==> src/rtl/gpio_irq_pkg.sv <==
package gpio_irq_pkg;
  localparam int unsigned ADDR_W = 8;
  localparam logic [ADDR_W-1:0] OFS_EN   = 8'h10;
  localparam logic [ADDR_W-1:0] OFS_MASK = 8'h18;
  localparam logic [ADDR_W-1:0] OFS_TYPE = 8'h20;
  localparam logic [ADDR_W-1:0] OFS_POL  = 8'h28;
  localparam logic [ADDR_W-1:0] OFS_BOTH = 8'h30;
  localparam logic [ADDR_W-1:0] OFS_STAT = 8'h50;
  localparam logic [ADDR_W-1:0] OFS_RAW  = 8'h58;
  localparam logic [ADDR_W-1:0] OFS_EOI  = 8'h60;
  // upper half of every register sits one word above its base
  localparam logic [ADDR_W-1:0] HI_STEP  = 8'h04;
endpackage

==> src/rtl/gpio_wm_reg.sv <==
module gpio_wm_reg
  import gpio_irq_pkg::*;
#(
  parameter int unsigned        HW   = 16,
  parameter logic [ADDR_W-1:0]  BASE = OFS_EN
) (
  input  logic              clk,
  input  logic              rst_n,
  input  logic              wen,
  input  logic [ADDR_W-1:0] addr,
  input  logic [2*HW-1:0]   wdata,
  output logic [2*HW-1:0]   q
);
  logic [HW-1:0] bit_we;
  logic [HW-1:0] bit_val;

  assign bit_we  = wdata[2*HW-1:HW];
  assign bit_val = wdata[HW-1:0];

  for (genvar h = 0; h < 2; h++) begin : g_half
    localparam logic [ADDR_W-1:0] HALF_ADDR = BASE + ADDR_W'(h * HI_STEP);
    always_ff @(posedge clk or negedge rst_n) begin
      if (!rst_n)
        q[h*HW +: HW] <= '0;
      else if (wen && addr == HALF_ADDR)
        q[h*HW +: HW] <= (q[h*HW +: HW] & ~bit_we) | (bit_val & bit_we);
    end
  end
endmodule

==> src/rtl/gpio_pin_detect.sv <==
module gpio_pin_detect #(
  parameter int unsigned NP = 32
) (
  input  logic          clk,
  input  logic          rst_n,
  input  logic [NP-1:0] pin,
  input  logic [NP-1:0] en,
  input  logic [NP-1:0] etype,
  input  logic [NP-1:0] pol,
  input  logic [NP-1:0] both,
  input  logic [NP-1:0] eoi_clr,
  output logic [NP-1:0] hit,
  output logic [NP-1:0] pend,
  output logic [NP-1:0] raw
);
  logic [NP-1:0] prev_q;

  always_ff @(posedge clk or negedge rst_n) begin
    if (!rst_n) prev_q <= '0;
    else        prev_q <= pin;
  end

  for (genvar p = 0; p < NP; p++) begin : g_pin
    logic edge_mode, rise, fall, ev;
    assign edge_mode = etype[p] | both[p];
    assign rise      = pin[p] & ~prev_q[p];
    assign fall      = ~pin[p] & prev_q[p];
    assign ev        = both[p] ? (rise | fall) : (pol[p] ? rise : fall);
    assign hit[p]    = en[p] & edge_mode & ev;
    assign raw[p]    = en[p] & (edge_mode ? pend[p] : ~(pin[p] ^ pol[p]));

    // a fresh edge overrides an acknowledge landing on the same edge
    always_ff @(posedge clk or negedge rst_n) begin
      if (!rst_n)
        pend[p] <= 1'b0;
      else if (en[p] && edge_mode)
        pend[p] <= (pend[p] & ~eoi_clr[p]) | hit[p];
      else
        pend[p] <= 1'b0;
    end
  end
endmodule

==> src/rtl/gpio_irq_detect.sv <==
module gpio_irq_detect
  import gpio_irq_pkg::*;
#(
  parameter int unsigned NPINS = 32
) (
  input  logic              clk,
  input  logic              rst_n,
  input  logic [NPINS-1:0]  pin_lvl,
  input  logic              reg_wen,
  input  logic [ADDR_W-1:0] reg_addr,
  input  logic [NPINS-1:0]  reg_wdata,
  output logic [NPINS-1:0]  reg_rdata,
  output logic              irq
);
  localparam int unsigned HW = NPINS / 2;

  logic [NPINS-1:0] cfg_en, cfg_mask, cfg_type, cfg_pol, cfg_both;
  logic [NPINS-1:0] eoi_clr, hit, pend, raw, stat;
  logic [NPINS-1:0] rd_sel;

  gpio_wm_reg #(.HW(HW), .BASE(OFS_EN)) u_en (
    .clk(clk), .rst_n(rst_n), .wen(reg_wen), .addr(reg_addr), .wdata(reg_wdata), .q(cfg_en));
  gpio_wm_reg #(.HW(HW), .BASE(OFS_MASK)) u_mask (
    .clk(clk), .rst_n(rst_n), .wen(reg_wen), .addr(reg_addr), .wdata(reg_wdata), .q(cfg_mask));
  gpio_wm_reg #(.HW(HW), .BASE(OFS_TYPE)) u_type (
    .clk(clk), .rst_n(rst_n), .wen(reg_wen), .addr(reg_addr), .wdata(reg_wdata), .q(cfg_type));
  gpio_wm_reg #(.HW(HW), .BASE(OFS_POL)) u_pol (
    .clk(clk), .rst_n(rst_n), .wen(reg_wen), .addr(reg_addr), .wdata(reg_wdata), .q(cfg_pol));
  gpio_wm_reg #(.HW(HW), .BASE(OFS_BOTH)) u_both (
    .clk(clk), .rst_n(rst_n), .wen(reg_wen), .addr(reg_addr), .wdata(reg_wdata), .q(cfg_both));

  // acknowledge is a one-cycle pulse; only enabled bits set to 1 clear
  for (genvar h = 0; h < 2; h++) begin : g_eoi
    localparam logic [ADDR_W-1:0] EOI_ADDR = OFS_EOI + ADDR_W'(h * HI_STEP);
    assign eoi_clr[h*HW +: HW] = (reg_wen && reg_addr == EOI_ADDR)
                               ? (reg_wdata[HW-1:0] & reg_wdata[NPINS-1:HW]) : '0;
  end

  gpio_pin_detect #(.NP(NPINS)) u_det (
    .clk(clk), .rst_n(rst_n), .pin(pin_lvl), .en(cfg_en), .etype(cfg_type),
    .pol(cfg_pol), .both(cfg_both), .eoi_clr(eoi_clr), .hit(hit), .pend(pend), .raw(raw));

  assign stat = raw & ~cfg_mask;
  assign irq  = |stat;

  always_comb begin
    rd_sel = '0;
    if (reg_addr[1:0] == 2'b00) begin
      unique case ({reg_addr[ADDR_W-1:3], 3'b000})
        OFS_EN:   rd_sel = cfg_en;
        OFS_MASK: rd_sel = cfg_mask;
        OFS_TYPE: rd_sel = cfg_type;
        OFS_POL:  rd_sel = cfg_pol;
        OFS_BOTH: rd_sel = cfg_both;
        OFS_STAT: rd_sel = stat;
        OFS_RAW:  rd_sel = raw;
        default:  rd_sel = '0;
      endcase
    end
    reg_rdata = {{HW{1'b0}}, (reg_addr[2] ? rd_sel[NPINS-1:HW] : rd_sel[HW-1:0])};
  end
endmodule

==> config.mk <==
export PLATFORM = sky130hd
export DESIGN_NAME = gpio_irq_detect
export DESIGN_NICKNAME = d
export VERILOG_FILES = /design/src/rtl/gpio_irq_pkg.sv /design/src/rtl/gpio_wm_reg.sv /design/src/rtl/gpio_pin_detect.sv /design/src/rtl/gpio_irq_detect.sv
export SDC_FILE = /design/constraint.sdc
export NUM_CORES = 1
export LEC_CHECK = 0
export ABC_CLOCK_PERIOD_IN_PS = 3350
export BUFFER_PORTS_ARGS = -buffer_cell sky130_fd_sc_hd__buf_2
export CAP_MARGIN = 10
export CELL_PAD_IN_SITES_DETAIL_PLACEMENT = 1
export CELL_PAD_IN_SITES_GLOBAL_PLACEMENT = 1
export CORE_MARGIN = 2
export CORE_UTILIZATION = 47
export DETAILED_ROUTE_END_ITERATION = 8
export PLACE_DENSITY = 0.9
export SETUP_SLACK_MARGIN = 0.2
export SLEW_MARGIN = 20
export SYNTH_ARGS = -nofsm -noshare
export SYNTH_HDL_FRONTEND = slang
export SYNTH_SLANG_ARGS = --single-unit
==> constraint.sdc <==
create_clock -name clk -period 3.35 [get_ports clk]
set_input_delay 0.8375 -clock clk [delete_from_list [all_inputs] [get_ports clk]]
set_output_delay 0.8375 -clock clk [all_outputs]
set_load 0.005 [all_outputs]
* Word level (Yosys, flattened, before mapping)
Index checks and enable logic that the tools add are counted.
** Cells by class
- Equality and inequality tests :: 19
- Muxes and demuxes :: 133
- Bitwise gates (word level) :: 472
- Reductions and logical operators :: 46
** Operators with widths (count)
- $pmux W32 S7 :: 1
- $and A1 B1 Y1 :: 192
- $and A16 B16 Y16 :: 11
- $or A16 B16 Y16 :: 10
- $mux W1 :: 128
- $not A1 Y1 :: 128
- $or A1 B1 Y1 :: 96
- $eq A8 B6 Y1 const B :: 6
- $mux W16 :: 3
- $logic_and A1 B1 Y1 :: 44
- $and A32 B32 Y32 :: 1
- $eq A8 B5 Y1 const B :: 4
- $mux W32 :: 1
- $not A32 Y32 :: 1
- $reduce_or A32 Y1 :: 1
- $xor A1 B1 Y1 :: 32
- $eq A8 B7 Y1 const B :: 2
- $not A16 Y16 :: 1
- $eq A5 B3 Y1 const B :: 3
- $eq A5 B2 Y1 const B :: 2
- $eq A5 B4 Y1 const B :: 2
- $logic_not A2 Y1 :: 1
** Storage, ports and cells
- Register bits after elaboration :: 224
- Bits of input ports :: 75
- Output and inout port bits :: 33
- Logic and storage cells :: 713

* Longest topological paths before layout
Gate-level depths: netlist of the first run.
- Depth after elaboration :: 8
- Gate-level depth with buffers :: 9
- Depth with buffers taken out :: 6

* Hierarchy
From an unflattened synthesis of the first run, not the netlist that was laid out.
** Second synthesis, totals
- Cells, all modules :: 1545
- Area, all modules :: 15785.1 sq um
** By module, submodules not included
- gpio_pin_detect :: times used 1, cells each 608, area each 5207.5 sq um, sequential area each 1601.5 sq um
- gpio_wm_reg (u_en ...) :: times used 2, cells each 118, area each 1554.0 sq um, sequential area each 800.8 sq um
- gpio_wm_reg (u_mask ...) :: times used 2, cells each 108, area each 1508.9 sq um, sequential area each 800.8 sq um
- gpio_irq_detect :: times used 1, cells each 375, area each 2791.4 sq um, sequential area each 0.0 sq um
- gpio_wm_reg (u_both) :: times used 1, cells each 110, area each 1660.3 sq um, sequential area each 800.8 sq um

* Worst setup path after synthesis of the first run
OpenSTA, ideal clock, no wires.
- Path kind :: input -> output
- Start :: input reg_addr[5]
- End :: output reg_rdata[13]
- Arrival :: 2.365 ns
- Data required time :: 2.513 ns
- Path slack :: 0.147 ns
- Cell stages on the path :: 8
- Path buffers :: 2
- Path through :: buf_2 > or3b_1 > nor3b_2 > buf_2 > a22oi_1 > nand3_1 > a31oi_1 > a311oi_1
** Between the ends
- Word-level cells in the longest chain between the ends :: 4
- Elaborated cells on any way between the ends :: 10
- Those cells by class :: eq/ne (7); mux (3)
** RTL lines
- start: declaration :: RTL line gpio_irq_detect.sv:10 : input logic [ADDR_W-1:0] reg_addr,
- $eq A5 B4 Y1, or another cell as far along :: RTL line gpio_irq_detect.sv:49 : unique case ({reg_addr[ADDR_W-1:3], 3'b000})
- $pmux W32 S7 * :: RTL line gpio_irq_detect.sv:49
- $mux W32 * :: RTL line gpio_irq_detect.sv:48 : if (reg_addr[1:0] == 2'b00) begin
- $mux W16 * :: RTL line gpio_irq_detect.sv:60 : reg_rdata = {{HW{1'b0}}, (reg_addr[2] ? rd_sel[NPINS-1:HW] : rd_sel[HW-1:0])};
- end: declaration :: RTL line gpio_irq_detect.sv:12 : output logic [NPINS-1:0] reg_rdata,
Mark *: on every way between the ends. The rest lies on a longest branch, timed or not.

==> summary.md, run 1 <==
| Metric | Value |
|---|---|
| Arrival @ worst endpoint | `between 3 and 4 ns` |
| Largest net degree at the start of global routing | `between 70 and 80` |
| Routed WL | `between 60000 and 70000 um` |
| Run status | `finished, violations left` |
| Ys flop type | `dfrtp_1` |
| Clock tree sinks | `224` |
| Final setup margin | `-0.8867 ns` |
| Ys async rst share | `100.0%` |
| CTS H-tree depth | `1` |
| CTS max path bufs | `3` |
| #FFs+latches synth | `roughly 220` |
| Final Hold Fails | `0` |
| Post-Synthesis Cells | `~1.4k` |
| Die width | `between 150 and 200 um` |
| Max Transition Viols Final | `0` |
| Register area share after synthesis | `about two fifths` |
| Total power | `between 6 and 7 mW` |
| Worst vdd ir | `0.3541 mV` |
| Tot GR Track Use | `between 30% and 40%` |
| TritonCTS Buffers | `26` |
| Synth area leaders | `dfrtp_1 (42%), mux2_2 (13%), nand2_1 (7.8%)` |
| Worst slew margin | `32.95%` |
| Library cells used by synthesis | `53` |
| Most frequent cells after synthesis | `nand2_1 (281), dfrtp_1 (224), mux2_2 (160), nor2_1 (85), o21ai_0 (79)` |
| CTS tree | `yes` |
| Rows | `62` |
| Static Leak | `approximately 7.8 nW` |
| Initial antenna violation count | `7` |
| Core region area | `between 20000 and 30000 sq um` |
| IO Port Bufs | `91` |
| Failing checks | `setup timing` |
| Pre-antenna DRT Iters | `6` |
| HPWL Detailed | `33810 um` |
| Max_cap viols | `0` |
| Die H | `approximately 170 um` |
| DR iter-0 viols | `~2.2k` |
| Area leader, netlist | `dfrtp_1` |
| Yosys top cell area share | `between 40 and 50%` |
| Area grow syn2layout | `26.26%` |
| Unrepaired setup endpoints after global routing | `yes` |
| WS Path Type | `reg2out` |
| DR WL/cell | `32.65 um` |
| Yosys warnings | `0` |
| Reg clk slew, reported paths | `approximately 0.07 ns` |
| Vias | `between 10k and 15k` |
| Layout cells sized above 1 | `~33%` |
| First-pass GRT wire length | `approximately 91000 um` |
| Slew @ Worst Pin | `just over 1 ns` |
| Min Hold Slack | `around 0.26 ns` |
| Pre-CTS WS | `-0.6419 ns` |
| Fin crit share | `126.5%` |
| Worst Path Max Fanout | `4` |
| Post-Route Setup TNS | `-4.664 ns` |
| Total gr overflow | `0` |
| Vias/cell | `7.006` |
| DRC Markers | `0` |
| EDFF count, synth | `0` |
| Starting Density | `a little under half` |
| Fin crit period | `around 4.2 ns` |
| Most frequent cell after synthesis | `nand2_1` |
| Root Buffer | `clkbuf_16` |
| Pwr/cell area | `roughly 390 nW/um^2` |
| Routed Antenna Nets | `0` |
| Clock skew | `~0.014 ns` |
| Final core occ | `between 50% and 60%` |
| Synthesized area | `~13000 sq um` |
| GP Congestion | `about 0.91` |
| Setup crit start kind | `flip-flop` |
| # IOs | `approximately 110` |
| Area of the die | `between 30000 and 40000 sq um` |
| Number of global-route vias before repair | `around 15k` |
| Syn avg cell area | `9.369 sq um` |
| Worst Hold Class | `in2async` |
| Clk_lat worst skew | `about 0.6 ns` |
| CP Data Required Time | `2.51 ns` |
| CP endpoint kind | `output pin` |
| Achievable Freq | `between 200 and 250 MHz` |
| Nets@finish | `1781` |
| # hold bufs at CTS | `0` |
| Final setup vio count | `17` |
==> worst max-delay path, stage by stage (launching register included) <==
cell and delay (ns):
dfrtp_1 0.41, nor2_2 0.65, o2111ai_4 0.32, or4_4 0.59, nor4_4 0.29, buf_4 0.21, o2111ai_4 0.14, buf_2 0.18
==> final cells by class <==
type                    count  area, sq um
well taps                 384        480.5
fillers                  3136        11450
flip-flops and latches    224         5610
repair buffers            251         1994
diodes                      4        10.01
clock buffers              40        774.5
inverters                  65        244.0
multi-input cells        1074         7848
clock inverters             7        60.06
==> report_power, final <==
part	internal (mW)	leakage [nW]	switching, mW
sequential	2.78	3.03	0.108
clock	1.66	0.416	1.33
combinational	0.308	4.38	0.520
==> layer usage <==
layer	vias to the layer above	GRT usage [%]	part of all wire [%]
met2	1389	62.37	44
li1	5423	-	-
met1	6928	45.29	33
met4	6	31.67	10
met5	-	0	0.048
met3	610	9.803	12
==> final timing paths <==
| kind | start | to | slack, ns | cells after the start |
|---|---|---|---|---|
| setup / recovery | flip-flop | irq | -0.89 | 7 |
| hold / removal | rst_n | asynchronous set/reset pin | 0.26 | 1 |
| hold reg to reg | flip-flop | u_det.pend[10]$_DFF_PN0_ | 0.55 | 2 |
| max in group asynchronous | rst_n | asynchronous set/reset pin | 2.30 | 2 |
| min in group clk | pin_lvl[10] | u_det.prev_q[10]$_DFF_PN0_ | 0.41 | 1 |
| setup reg to reg | u_det.prev_q[23]$_DFF_PN0_ | u_det.pend[23]$_DFF_PN0_ | 1.84 | 6 |
==> what timing repair did <==
action                                  CTS  global route
pin swaps                                43            42
gates resized for setup                  90            62
setup buffers                            20            11
endpoints found under the setup margin   17            17
cloned                                    2             0
==> cell usage in the layout (no fill, tap or decap), types with 9 or more instances in the layout <==
master	count
a22oi_2	21
nand2_1	280
xor2_1	21
buf_4	125
nand4_1	12
mux2i_1	35
inv_1	65
o21ai_0	74
clkbuf_16	27
buf_6	24
o21a_1	12
buf_2	83
dfrtp_1	220
mux2_2	160
o22ai_1	9
conb_1	16
nor2_1	72
nand3_1	42
a22oi_1	27
nor4bb_1	9
nand3b_1	11
o31ai_1	15
ha_1	64
a21oi_1	55
buf_12	11
==> per-stage QoR <==
| stage | instance area, sq um | cells |
|---|---|---|
| final | 17020 | 2049 |
| after global routing | 17020 | 2047 |
| after CTS | 16620 | 2034 |
| after detailed placement | 15140 | 1965 |
| after global placement | 15120 | 1964 |
| after floorplan | 13550 | 1454 |
==> cells by family after synthesis <==
logic type | after synthesis | synth area share (%)
muxes | 197 | 16.13
AOI/OAI and AO/OA | 278 | 13.07
buffers and inverters | 156 | 4.956
adders and majority gates | 64 | 5.940
DFF | 224 | 41.58
xor gates and xnor gates | 32 | 2.079
and+or+nand+nor | 487 | 16.22
other | 1 | 0.02782
(Power assumes the default switching activity.)
==> run 2: changes to the inputs <==
--- a/config.mk
+++ b/config.mk
@@ -5,17 +5,17 @@
 export SDC_FILE = /design/constraint.sdc
 export NUM_CORES = 1
 export LEC_CHECK = 0
+export ABC_AREA = 1
 export ABC_CLOCK_PERIOD_IN_PS = 3350
 export BUFFER_PORTS_ARGS = -buffer_cell sky130_fd_sc_hd__buf_2
 export CAP_MARGIN = 10
 export CELL_PAD_IN_SITES_DETAIL_PLACEMENT = 1
 export CELL_PAD_IN_SITES_GLOBAL_PLACEMENT = 1
 export CORE_MARGIN = 2
-export CORE_UTILIZATION = 47
+export CORE_UTILIZATION = 44
 export DETAILED_ROUTE_END_ITERATION = 8
 export PLACE_DENSITY = 0.9
 export SETUP_SLACK_MARGIN = 0.2
-export SLEW_MARGIN = 20
 export SYNTH_ARGS = -nofsm -noshare
 export SYNTH_HDL_FRONTEND = slang
 export SYNTH_SLANG_ARGS = --single-unit
==> run 2 against run 1 <==
Net effect:
- the run now ends clean
- clock power hardly changed
- register-to-register slack better by 0.21 ns
- non-clock buffer count is 67 lower
- maximum frequency is 29% higher
- via count is 6.1% higher
- clock-buffer cell count is 2 higher
- die area is 10% higher
- clock skew is 0.0018 ns lower
- final area is 0.53% lower
- first-iteration DRC count is 46% lower
- critical endpoint is now reg_rdata[10]
- highest routed layer is now met4
==> summary.md, run 2 <==
| Metric | Value |
|---|---|
| Total power | `between 6 and 7 mW` |
| GP Congestion | `between 0.8 and 0.9` |
| Sequential share of power | `43.2%` |
| Largest family of logic cells by synthesized area | `simple AND/OR/NAND/NOR gates` |
| Library cells used by synthesis | `32` |
| # IOs | `about 110` |
| Reg clk slew, reported paths | `0.07 ns` |
| Worst Hold Class | `in2async` |
| Nets@finish | `~2.3k` |
| Synth Area in Compound Gates | `between 10% and 20%` |
| TritonCTS Buffers | `27` |
| Most frequent cells in the layout | `nand2_1 (676), dfrtp_1 (215), o21ai_0 (213), inv_1 (196), nor2_1 (157)` |
| Xor and xnor fraction of the mapped netlist area | `0%` |
| Core region area | `~31000 sq um` |
| Fin crit share | `roughly 98%` |
| Root Buffer | `clkbuf_16` |
| Most frequent cells after synthesis | `nand2_1 (697), dfrtp_1 (224), o21ai_0 (222), inv_1 (200), nor2_1 (195)` |
| DR iter-0 viols | `1204` |
| Reg-to-reg setup timing slack | `around 2.1 ns` |
| Post-Route Setup TNS | `0 ns` |
| Synth area leaders | `dfrtp_1 (40%), nand2_1 (19%), o21ai_0 (8.0%)` |
| Tot GR Track Use | `32.72%` |
| Crit Reg-Reg Endpoint | `u_det.pend[5]$_DFF_PN0_` |
| Clk pwr share | `a little under half` |
| CTS H-tree depth | `1` |
| Most frequent cell after synthesis | `nand2_1` |
| Min Hold Slack | `roughly 0.19 ns` |
| Worst slew margin | `56.78%` |
| Final core occ | `about 54%` |
| Setup crit start kind | `input pin` |
| Layout cells sized above 1 | `between 15 and 20%` |
| Run status | `finished, final reports clean` |
| CTS tree | `yes` |
| Number of global-route vias before repair | `15.76k` |
| Switch share | `28.57%` |
| Starting Density | `between 40 and 50%` |
| Largest net degree at the start of global routing | `86` |
| Vias/cell | `5.913` |
| CP endpoint kind | `output pin` |
| Die width | `around 180 um` |
| Final Hold Fails | `0` |
| WS Path Type | `in2out` |
| Rows | `between 60 and 70` |
| Achievable Freq | `approximately 300 MHz` |
| Ys flop type | `dfrtp_1` |
| Int Power | `~4.7 mW` |
| FF-to-FF path depth | `5` |
| Area of the die | `roughly 33000 sq um` |
| Worst Path Max Fanout | `5` |
| DRC Markers | `0` |
| DR WL/cell | `~23 um` |
| #FFs+latches synth | `224` |
| Slew @ Worst Pin | `between 0.6 and 0.7 ns` |
| Static Leak | `8.078 nW` |
| Synthesized area | `13920 sq um` |
| Routed WL | `about 59000 um` |
| Pre-antenna DRT Iters | `5` |
| Area grow syn2layout | `21.66%` |
| Post-synthesis mux area share | `under 10%` |
| Switching pwr | `between 1.5 and 2 mW` |
| Initial antenna violation count | `2` |
| R2R Path Start | `u_det.prev_q[5]$_DFF_PN0_` |
| Arrival @ worst endpoint | `~2.5 ns` |
| Max_cap viols | `0` |
| First-pass GRT wire length | `84570 um` |
| CTS max path bufs | `3` |
| Post-Synthesis Cells | `1993` |
| Yosys warnings | `0` |
| Die H | `around 180 um` |
| Fin crit period | `around 3.3 ns` |
| Register area share after synthesis | `about two fifths` |
| Clk_lat worst skew | `between 0.5 and 0.6 ns` |
| EDFF count, synth | `0` |
| Final setup vio count | `0` |
| Vias | `roughly 15k` |
| Ys async rst share | `between 90% and 100%` |
| Commonest non-fill, non-tap cell in the layout | `nand2_1` |
| Worst vdd ir | `0.4140 mV` |
| CP Data Required Time | `around 2.5 ns` |
| Clock tree sinks | `between 200 and 250` |
| Clock skew | `roughly 0.012 ns` |
| Combinational power share | `around 12%` |
| Post-Synth Adder-Cell Area | `between 5 and 6%` |
| Unrepaired setup endpoints after global routing | `yes` |
| Synth Area in Simple Gates | `between 30% and 40%` |
| IO Port Bufs | `91` |
| Area leader, netlist | `dfrtp_1` |
| Max Transition Viols Final | `0` |
| HPWL Detailed | `between 30000 and 40000 um` |
| Total gr overflow | `0` |
| Syn avg cell area | `between 6 and 7 sq um` |
| Yosys top cell area share | `40.28%` |
| Routed Antenna Nets | `0` |
| Pwr/cell area | `roughly 400 nW/um^2` |
## run 2: cell count changes in the layout (fill, tap and decap cells not counted), moves of 35 or more
| cell | delta |
|---|---|
| nor2_1 | +85 |
| nand3_1 | +82 |
| inv_1 | +131 |
| mux2_2 | -155 |
| nand2_1 | +396 |
| o21ai_1 | +35 |
| o21ai_0 | +139 |
| buf_4 | -73 |
## run 2: cell families (layout without fill, tap and decap cells)
logic type | after synthesis | in the layout
fa+ha+maj | 64 | 64
flops | 224 | 224
mux | 16 | 16
other cells | 1 | 18
simple gates | 1102 | 1102
compound gates | 309 | 309
buf+inv | 277 | 441
## run 2: layer usage
layer  up-vias  share of wire, %  GRT usage [%]
met5         -                 0              0
met4         0               7.6          19.84
met3       296               8.7          6.157
met2       785                47          55.62
met1      7468                37          38.45
li1       6684                 -              -
## run 2: worst max path at each step
stage	start	endpoint	slack, ns	cells after the start
2_1_floorplan	reg_addr[6]	reg_rdata[11]	0.62	8
3_3_place_gp	reg_addr[3]	reg_rdata[5]	0.15	12
3_5_place_dp	reg_addr[5]	reg_rdata[5]	0.03	12
4_1_cts	reg_addr[4]	reg_rdata[7]	0.19	13
5_1_grt	reg_addr[6]	reg_rdata[12]	0.05	13
6_report	reg_addr[6]	reg_rdata[10]	0.06	13
## run 2: critical path, cell delays in order
cell and delay (ns):
clkbuf_4 0.17, nor2_4 0.22, nand2_4 0.10, nor2_4 0.16, buf_12 0.14, buf_12 0.11
buf_16 0.12, buf_6 0.12, nand2_2 0.05, nand4_1 0.09, nor3_2 0.06, nor2_2 0.14
buf_2 0.13
## run 2: per-stage QoR
step | area (sq um) | instances | worst slack, ns
after floorplan | 13970 | 2008 | 0.6179
after global placement | 15130 | 2485 | 0.1468
after detailed placement | 15130 | 2485 | 0.03059
after CTS | 16430 | 2553 | 0.1899
after global routing | 16930 | 2575 | 0.05309
final | 16930 | 2576 | 0.06175
## run 2: repair_timing
| item | CTS | global route |
|---|---|---|
| setup endpoints to repair | 16 | 17 |
| pin swaps | 13 | 46 |
| resized for setup | 47 | 100 |
| buffers inserted | 15 | 19 |
| cloned | 5 | 2 |
| endpoints found under the hold margin | 0 | 0 |
| hold buffers | 0 | 0 |
## run 2: power groups by stage
stage	clock, mW	combinational [mW]	sequential (mW)
5_1_grt	3.10	0.835	2.87
4_1_cts	2.97	0.693	2.85
2_1_floorplan	0	0.359	2.87
3_5_place_dp	0	0.651	2.90
6_report	2.99	0.765	2.86
3_3_place_gp	0	0.612	2.89
## run 2: area by class of cell
| type | instances | area, sq um |
|---|---|---|
| antenna | 2 | 5.005 |
| clock buffer | 42 | 832.0 |
| tap | 402 | 503.0 |
| fill | 3939 | 14380 |
| multi-input combinational | 1507 | 7471 |
| sequential | 224 | 5617 |
| timing repair buffer | 184 | 1667 |
| inverter | 209 | 792.0 |
| clock inverter | 6 | 45.04 |
==> run 3: changes to the inputs <==
--- a/config.mk
+++ b/config.mk
@@ -6,7 +6,7 @@
 export NUM_CORES = 1
 export LEC_CHECK = 0
 export ABC_AREA = 1
-export ABC_CLOCK_PERIOD_IN_PS = 3350
+export ABC_CLOCK_PERIOD_IN_PS = 3200
 export BUFFER_PORTS_ARGS = -buffer_cell sky130_fd_sc_hd__buf_2
 export CAP_MARGIN = 10
 export CELL_PAD_IN_SITES_DETAIL_PLACEMENT = 1
==> constraint.sdc (replaced) <==
create_clock -name clk -period 3.2 [get_ports clk]
set_input_delay 0.8 -clock clk [delete_from_list [all_inputs] [get_ports clk]]
set_output_delay 0.8 -clock clk [all_outputs]
set_load 0.005 [all_outputs]
==> run 3 against run 2 <==
Net effect:
- the flow now finishes with violations (setup timing)
- worst setup slack lost 0.29 ns
- clock power is 7.0% higher
- final cell count is 0.19% higher
- core utilization grew 0.71 points
- non-clock buffer count is 7 higher
- combinational power up 8.2%
- first-iteration DRC count increased by 22%
- sequential cell count is the same
- critical path depth increased by 1
- sequential share of layout area down 0.41 points
- critical endpoint is now reg_rdata[0]
==> summary.md, run 3 (synthesized netlist as in run 2, its figures left out) <==
| Metric | Value |
|---|---|
| Run status | `finished, violations left` |
| Failing checks | `setup timing` |
| Final setup margin | `-0.2243 ns` |
| TritonCTS Buffers | `26` |
| DR WL/cell | `24.60 um` |
| Switching pwr | `approximately 2.0 mW` |
| Top Family by Delay on Critical Path | `buffers and inverters` |
| Final setup vio count | `10` |
| Static Leak | `around 8 nW` |
| Layout cells sized above 1 | `17.97%` |
| Tot GR Track Use | `33.17%` |
| Buf/Inv on CP | `6` |
| Rows | `65` |
| Initial antenna violation count | `3` |
| Finished Layout Cells | `~2.6k` |
| CP startpoint | `reg_addr[6]` |
| Vias | `15.74k` |
| Placed cell count | `roughly 2.5k` |
| Pre-antenna DRT Iters | `7` |
| DRC Markers | `0` |
| Root Buffer | `clkbuf_16` |
| Routed Antenna Nets | `0` |
| Cell Chain, Critical Path | `buf_4, inv_2, nand2_2, buf_4, nor2_4, buf_12, buf_8, nand2_1, o21ai_0, nor2_1, nand2_1, nor2_1, nor2_2, buf_2` |
| CTS max path bufs | `3` |
| Arrival @ worst endpoint | `~2.6 ns` |
| CTS H-tree depth | `1` |
| Routed WL | `around 63000 um` |
| Final Hold Fails | `0` |
| Sequential share of power | `between 40% and 50%` |
| Total gr overflow | `0` |
| CP endpoint kind | `output pin` |
| Nets@finish | `2298` |
| Achievable Freq | `~300 MHz` |
| Starting Density | `between 40% and 50%` |
| # IOs | `between 100 and 150` |
| CTS tree | `yes` |
| Slew @ Worst Pin | `between 0.6 and 0.7 ns` |
| Fillers | `around 4.0k` |
| HPWL Detailed | `35830 um` |
| Int Power | `5.058 mW` |
| Worst path max stage delay | `~0.20 ns` |
| Commonest non-fill, non-tap cell in the layout | `nand2_1` |
| Post-Route Setup TNS | `-0.5494 ns` |
| Switch share | `between 20 and 30%` |
| Die width | `181.8 um` |
| Max_cap viols | `0` |
| Area grow syn2layout | `23.26%` |
| WP depth | `14` |
| Worst vdd ir | `between 0.4 and 0.5 mV` |
| Fin crit share | `107.0%` |
| WS Path Type | `in2out` |
| Clock skew | `roughly 0.012 ns` |
| DR iter-0 viols | `about 1.5k` |
| Most frequent cells in the layout | `nand2_1 (664), dfrtp_1 (212), o21ai_0 (211), inv_1 (194), nor2_1 (154)` |
| Worst slew margin | `about 55%` |
| Area of the die | `between 30000 and 40000 sq um` |
| Largest net degree at the start of global routing | `75` |
| Clock tree sinks | `224` |
| Worst Path Max Fanout | `5` |
| Die H | `approximately 180 um` |
| # hold bufs at CTS | `0` |
| Vias/cell | `between 6 and 7` |
| Clk pwr share | `between 40% and 50%` |
| Worst Hold Class | `in2async` |
| Setup crit start kind | `input pin` |
| CP Data Required Time | `2.40 ns` |
| Max Transition Viols Final | `0` |
| Number of global-route vias before repair | `between 15k and 20k` |
| Combinational power share | `a little under an eighth` |
| Unrepaired setup endpoints after global routing | `yes` |
| FF-to-FF path depth | `6` |
| R2R Path Start | `u_det.prev_q[21]$_DFF_PN0_` |
| Slowest stage cell, crit path | `nor2_1` |
| Reg-to-reg setup timing slack | `roughly 1.6 ns` |
| Reg clk slew, reported paths | `0.07 ns` |
| Fin crit period | `around 3.4 ns` |
| Clk_lat worst skew | `around 0.56 ns` |
| GP Congestion | `0.9687` |
| Pwr/cell area | `409.8 nW/um^2` |
| Core region area | `31310 sq um` |
| IO Port Bufs | `roughly 90` |
| First-pass GRT wire length | `roughly 86000 um` |
[run 3: cell types whose count changed in the layout (fill, tap and decap cells not counted), moves of 4 or more]
cell / change
nand3_2: +6
o21ai_2: +5
buf_4: +5
nand2_1: -12
nand3_1: -5
a21oi_1: -5
nand2_2: +10
a21oi_2: +4
[run 3: power groups by stage]
stage,combinational [mW],clock [mW],sequential (mW)
after floorplan,0.376,0,3.01
after global placement,0.639,0,3.03
after detailed placement,0.682,0,3.03
after CTS,0.728,3.20,2.98
after global routing,0.896,3.30,3.00
final,0.828,3.20,3.00
[run 3: stage by stage]
step | cell area, sq um | total power, mW | worst slack (ns) | utilization [%] | hold slack [ns]
floorplan | 13970 | 3.384 | 0.5429 | - | 0.4530
global placement | 15160 | 3.667 | 0.1040 | 48.43 | 0.4693
detailed placement | 15160 | 3.716 | 0.002198 | 48.43 | 0.4851
CTS | 16440 | 6.910 | 0.1530 | 52.50 | 0.2039
global route | 17150 | 7.205 | -0.2088 | 54.76 | 0.2247
finish | 17150 | 7.029 | -0.2243 | 54.79 | 0.1981
[run 3: timing repair]
| action | 4_1_cts | 5_1_grt |
|---|---|---|
| setup buffers | 16 | 16 |
| resized for setup | 78 | 128 |
| pin swaps | 20 | 62 |
| gates cloned | 1 | 5 |
| endpoints found under the setup margin | 17 | 17 |
[run 3: final cells by class]
class,count,area (sq um),share of cell area (%)
multi-input cells,1507,7615,44.39
flip-flops and latches,224,5620,32.76
repair buffers,191,1727,10.07
inverters,209,792.0,4.617
clock buffers,38,765.7,4.464
well taps,402,503.0,2.932
clock inverters,7,123.9,0.7221
diodes,3,7.507,0.04376
[run 3: path summary, 6_finish.rpt]
check,endpoint
worst max register to register,u_det.pend[21]$_DFF_PN0_
worst min register to register,flip-flop
worst max-delay path,reg_rdata[0]
max in group asynchronous,asynchronous set/reset pin
min in group clk,u_det.prev_q[26]$_DFF_PN0_
worst min-delay path,asynchronous set/reset pin
[run 3: metal layers]
metal	up-vias	wire, um	track usage (%)	share of wire [%]
met4	0	5555	19.35	8.8
met3	411	6409	6.939	10
li1	6694	-	-	-
met1	7671	22660	39.39	36
met5	-	0	0	0
met2	961	28860	55.72	45
